$ cat config.mk
export PLATFORM = sky130hd
export DESIGN_NAME = sysref_div_monitor
export DESIGN_NICKNAME = d
export VERILOG_FILES = /design/src/rtl/sysref_div_monitor.sv
export SDC_FILE = /design/constraint.sdc
export NUM_CORES = 1
export LEC_CHECK = 0
export ABC_AREA = 1
export BUFFER_PORTS_ARGS = -buffer_cell sky130_fd_sc_hd__buf_2
export CORE_MARGIN = 3
export CORE_UTILIZATION = 50
export CTS_CLUSTER_DIAMETER = 200
export DETAILED_ROUTE_END_ITERATION = 6
export PLACE_DENSITY_LB_ADDON = 0.3
export REMOVE_ABC_BUFFERS = 1
export SYNTH_ARGS = -nofsm -noshare
export SYNTH_HDL_FRONTEND = slang
export SYNTH_SLANG_ARGS = --single-unit
$ cat constraint.sdc
create_clock -name clk -period 2.55 [get_ports clk]
set_input_delay 0.255 -clock clk [delete_from_list [all_inputs] [get_ports clk]]
set_output_delay 0.255 -clock clk [all_outputs]
set_load 0.02 [all_outputs]
$ cat src/rtl/sysref_div_monitor.sv
module sysref_div_monitor #(
  parameter int DIV = 16,
  parameter int AW  = 2,
  parameter int DW  = 8,
  parameter int CW  = $clog2(DIV)
) (
  input  logic          clk,
  input  logic          rst_n,
  input  logic          sysref_in,
  input  logic          reg_wr,
  input  logic [AW-1:0] reg_addr,
  input  logic [DW-1:0] reg_wdata,
  output logic [DW-1:0] reg_rdata,
  output logic [CW-1:0] div_phase,
  output logic          div_tick
);

  localparam logic [AW-1:0] ADDR_CTRL = AW'(0);
  localparam logic [AW-1:0] ADDR_STAT = AW'(1);
  localparam logic [CW-1:0] LAST      = CW'(DIV - 1);

  logic [CW-1:0] cnt_q;
  logic [2:0]    sync_q;
  logic          align_q, rx_q, proc_q;
  logic          det_q, div_re_q, clk_re_q, aligned_q, prev_ok_q;
  logic          edge_ok, consistent, realign, wr_ctrl, wr_stat;

  assign edge_ok    = sync_q[1] & ~sync_q[2] & rx_q & proc_q;
  assign consistent = (cnt_q == '0);
  assign realign    = edge_ok & align_q & ~consistent;
  assign wr_ctrl    = reg_wr && (reg_addr == ADDR_CTRL);
  assign wr_stat    = reg_wr && (reg_addr == ADDR_STAT);

  assign div_phase  = cnt_q;
  assign div_tick   = (cnt_q == LAST);

  always_ff @(posedge clk or negedge rst_n) begin
    if (!rst_n) sync_q <= '0;
    else        sync_q <= {sync_q[1:0], sysref_in};
  end

  always_ff @(posedge clk or negedge rst_n) begin
    if (!rst_n)          cnt_q <= '0;
    else if (realign)    cnt_q <= CW'(1);
    else if (div_tick)   cnt_q <= '0;
    else                 cnt_q <= cnt_q + 1'b1;
  end

  always_ff @(posedge clk or negedge rst_n) begin
    if (!rst_n) begin
      align_q <= 1'b0;
      rx_q    <= 1'b0;
      proc_q  <= 1'b0;
    end else if (wr_ctrl) begin
      align_q <= reg_wdata[0];
      rx_q    <= reg_wdata[1];
      proc_q  <= reg_wdata[2];
    end
  end

  always_ff @(posedge clk or negedge rst_n) begin
    if (!rst_n) begin
      det_q    <= 1'b0;
      div_re_q <= 1'b0;
      clk_re_q <= 1'b0;
    end else begin
      det_q    <= edge_ok | (det_q    & ~(wr_stat & reg_wdata[0]));
      div_re_q <= realign | (div_re_q & ~(wr_stat & reg_wdata[1]));
      clk_re_q <= realign | (clk_re_q & ~(wr_stat & reg_wdata[2]));
    end
  end

  always_ff @(posedge clk or negedge rst_n) begin
    if (!rst_n) begin
      aligned_q <= 1'b0;
      prev_ok_q <= 1'b0;
    end else if (edge_ok) begin
      aligned_q <= consistent & prev_ok_q;
      prev_ok_q <= consistent;
    end
  end

  always_comb begin
    reg_rdata = '0;
    case (reg_addr)
      ADDR_CTRL: reg_rdata[2:0] = {proc_q, rx_q, align_q};
      ADDR_STAT: reg_rdata[3:0] = {aligned_q, clk_re_q, div_re_q, det_q};
      default:   reg_rdata = '0;
    endcase
  end

  a_r6_free_run_without_realign: assert property (@(posedge clk) disable iff (!rst_n)
    !align_q |=> (cnt_q == (($past(cnt_q) == LAST) ? '0 : CW'($past(cnt_q) + 1'b1))));

  a_r5_realign_loads_phase: assert property (@(posedge clk) disable iff (!rst_n)
    (edge_ok && align_q && cnt_q != '0) |=> (cnt_q == CW'(1) && div_re_q && clk_re_q));

  a_r6_realign_flag_needs_enable: assert property (@(posedge clk) disable iff (!rst_n)
    $rose(div_re_q) |-> $past(align_q));

  a_r4_edge_sets_detect: assert property (@(posedge clk) disable iff (!rst_n)
    edge_ok |=> det_q);

  a_r7_aligned_needs_zero_phase: assert property (@(posedge clk) disable iff (!rst_n)
    $rose(aligned_q) |-> $past(edge_ok && cnt_q == '0));

  a_r8_detect_needs_enables: assert property (@(posedge clk) disable iff (!rst_n)
    $rose(det_q) |-> $past(rx_q && proc_q));

endmodule

After elaboration in Yosys (flattened, before gate mapping)
Cells that the tools add are included.

Flip-flop bits (word level): 15. Input bits: 14. Output and inout port bits: 13. Word-level logic and storage cells: 41.

Add/subtract/negate cells: 1. Equality and inequality tests: 2. Muxes and demuxes: 4. Bitwise operators: 20. Reduce and logical (&&, ||, !) cells: 4.

Operators by type and width (count): $and A1 B1 Y1 (12); $mux W4 (2); $pmux W3 S2 (1); $not A1 Y1 (5); $add A4 B1 Y4 const B (1); $eq A4 B4 Y1 const B (1); $logic_not A4 Y1 (1); $or A1 B1 Y1 (3); $eq A2 B1 Y1 const B (1); $logic_and A1 B1 Y1 (2); $logic_not A2 Y1 (1); $mux W1 (1).

Depth between registers and ports, before layout
Depth in word-level cells: 7. Mapped depth: 6. Gate-level depth less buffers: 6.

Worst setup path before layout
No wires, ideal clock.

Kind: register to output. From: register cnt_q[1] (netlist: div_phase[1]). To: output port div_tick. Arrival time: 1.081 ns. Data required time: 2.295 ns. Path slack: 1.214 ns. Cell stages (with the launch flop): 4. Buffers on the path: 0. Cell sequence: dfrtp_1 > ha_1 > nand2_1 > nor2_1.

Longest elaborated chain between the ends: 1.

Ends and longest elaborated chain: start: declaration (line 22) `logic [CW-1:0] cnt_q;`; start signal: assignment (line 46) `else cnt_q <= cnt_q + 1'b1;`; $eq A4 B4 Y1 (line 35) `assign div_tick = (cnt_q == LAST);`; end: declaration (line 15) `output logic div_tick`.

No other way between the ends.

Final worst setup path
From: register cnt_q[0] (netlist: div_phase[0]). To: output port div_tick.

Same word-level chain as after synthesis.

==> flow_summary.yaml <==
status:
  status: "complete, no violations"
synthesis:
  synth_area_um2: 732
  syn_inst: 89
  synth_most_common_cell: "nand2_1"
  synthFlopType: "dfrtp_1"
  synth_seq_cells: 15
  synth_commonest_cells: "33 x nand2_1, 15 x dfrtp_1, 9 x nand3_1, 8 x inv_1, 7 x nor2_1"
  synth_edf_count: 0
  ys_async_sr_fraction_pct: 100
  synth_cell_types: 15
  synth_area_leader_cell: "dfrtp_1"
  ys_warn_count: 0
  avgSynthCellArea_um2: 8.22
  yosysSeqAreaShare_pct: 51.3
  yosysTopAreaCellShare_pct: 51.3
  synth_top_cells_by_area: "dfrtp_1 51%, nand2_1 17%, nand3_1 6.2%"
timing:
  hold_violations: 0
  setup_viol: 0
  fin_crit_sh_pct: 58.9
  rsz0062_at_grt: "no"
  whs_ns: 0.0776
  fin_crit_ns: 1.50
  slew_viol_final: 0
  finClkSkew_ns: 0.00538
  maxClockFrequency_mhz: 666
  finalSetupTns_ns: 0
  fin_ws_ns: 1.05
setup_path:
  slowest_stage: "dfrtp_1"
  reg2reg_depth: 6
  worstPathRequired_ns: 2.30
  crit_type: "reg2out"
  cp_num_cells: 4
  r2r_slack_ns: 1.35
  crit_buf_inv: 1
  r2r-start: "div_phase[0]"
  cp-start-kind: "flip-flop"
  slowest_delay_ns: 0.41
  cp.arrival_ns: 1.25
  crit_path_max_fanout: 5
  critPathCaptureType: "output pin"
  cp_cell_sequence: "ha_1 -> nand2_1 -> nor2_1 -> buf_2"
  regToRegEndpoint: "div_phase[1]"
  critPathTopFamily: "flip-flops"
detailed_routing:
  wl_per_cell_um: 11.7
  firstDrtPassIters: 4
  final_antenna_net_count: 0
  vias: 646
  routed_wl_mm: 1.47
  drtIter0Drc: 17
  viasPerCell: 5.17
  post-route-drc-count: 0
power:
  p_seq_share_pct: 46.3
  cellPowerDensity_nw_per_um2: 911
  power.share.switching_pct: 40.2
  pwr-share-comb_pct: 36.6
  leakage_nw: 0.480
  power.internal_uw: 465
  clkPwrFrac_pct: 17.0
  fin_total_pwr_uw: 778
  switchingPower_uw: 312
  vdd_drop_max_mv: 0.739
clock_network:
  htreeDepth: 1
  cts_resized: 0
  clock_latency_ns: 0.28
  cts.clk_slew.worst_paths_ns: 0.08
  hold_buffers: 1
  cts_max_path_buffers: 2
  cts_tree: "yes"
  post_cts_buffers: 0
  clock-sinks: 15
  cts_buffers: 3
  cts_root_buf: "clkbuf_4"
global_route:
  grt_usage_pct: 17.7
  antenna_found_initial: 0
  first_global_vias: 556
  grt_pass1_wl_mm: 2.43
  grt_max_degree: 16
  grt_overflow: 0
worst_hold_path:
  min_from: "sysref_in"
  holdPathEnd: "sync_q[0]"
  hold_depth: 1
  hold_path.class: "in2reg"
placement:
  dpl.hpwl_mm: 1.09
  place_ws_ns: 1.36
  gp_congestion: 0.802
  portBuffers: 17
  dpl_cell_area_um2: 817
floorplan:
  die_area_um2: 1960
  initial_core_util_pct: 54.9
  core_area_um2: 1330
  num_rows: 13
  dieHeight_um: 44.3
  die_w_um: 44.3
  ios: 27
cells_and_area:
  syn2layout_area_growth_pct: 16.6
  antenna_cells: 0
  final_nets: 127
  drive_above_1_share_pct: 22.7
  fin_area_um2: 853
  fill_cells: 119
job:
  cap_violations: 0
## registers in the layout, indices dropped and copies added (netlist names)
name	count
aligned_q	1
clk_re_q	1
prev_ok_q	1
align_q	1
det_q	1
div_re_q	1
div_phase	4
rx_q	1
sync_q	3
proc_q	1
## area by class of cell
cell class	count	area [µm²]	area share (%)
Sequential cell	15	375	44.0
Inverter	8	30.0	3.52
Timing Repair Buffer	18	95.1	11.1
Tap cell	15	18.8	2.20
Clock buffer	4	26.3	3.08
Multi-Input combinational cell	65	308	36.1
## cells by family (layout without fill, tap and decap cells)
family	count (synthesis)	in the layout	synth area share (%)
buffers and inverters	12	30	8.21
adder cells (fa/ha/maj)	2	2	3.42
XOR/XNOR	1	1	1.20
other	1	4	0.512
flip-flops	15	15	51.3
AO/OA/AOI/OAI	3	3	2.05
AND/OR/NAND/NOR	55	55	33.3
## through the flow
step | std cells | utilization (%)
6_report | 125 | 64.0
5_1_grt | 125 | 64.0
4_1_cts | 125 | 64.0
3_5_place_dp | 120 | 61.3
3_3_place_gp | 120 | 61.3
2_1_floorplan | 88 | -
## routing by layer
layer  part of all wire, %  wire length, µm  global-route usage [%]
met4                   1.7               25                    10.8
met3                   6.6               97                    3.66
met1                    41              602                    20.9
met2                    51              741                    29.4
met5                     0                0                       0
## layout by cell type, fill, tap and decap left out
master         count
nand2_1           33
buf_2             17
dfrtp_1           15
nand3_1            9
inv_1              8
nor2_1             7
conb_1             4
o21ai_0            3
clkbuf_4           3
nor2_2             2
ha_1               2
nor2_4             1
xnor2_1            1
nand4_2            1
nand2_2            1
nand4_1            1
clkbuf_1           1
dlygate4sd3_1      1
## how the worst max path moves through the flow
stage                       from           end
finish              div_phase[0]      div_tick
global route        div_phase[0]      div_tick
CTS                 div_phase[0]      div_tick
detailed placement  div_phase[0]  div_phase[1]
global placement    div_phase[0]      div_tick
floorplan           div_phase[1]      div_tick
## power groups by stage
stage | clock (mW) | sequential, mW | combinational, mW
after CTS | 0.139 | 0.359 | 0.287
after detailed placement | 0 | 0.363 | 0.283
after global placement | 0 | 0.358 | 0.270
after global routing | 0.148 | 0.368 | 0.321
final | 0.133 | 0.360 | 0.285
after floorplan | 0 | 0.389 | 0.161
(Power assumes the default switching activity.)
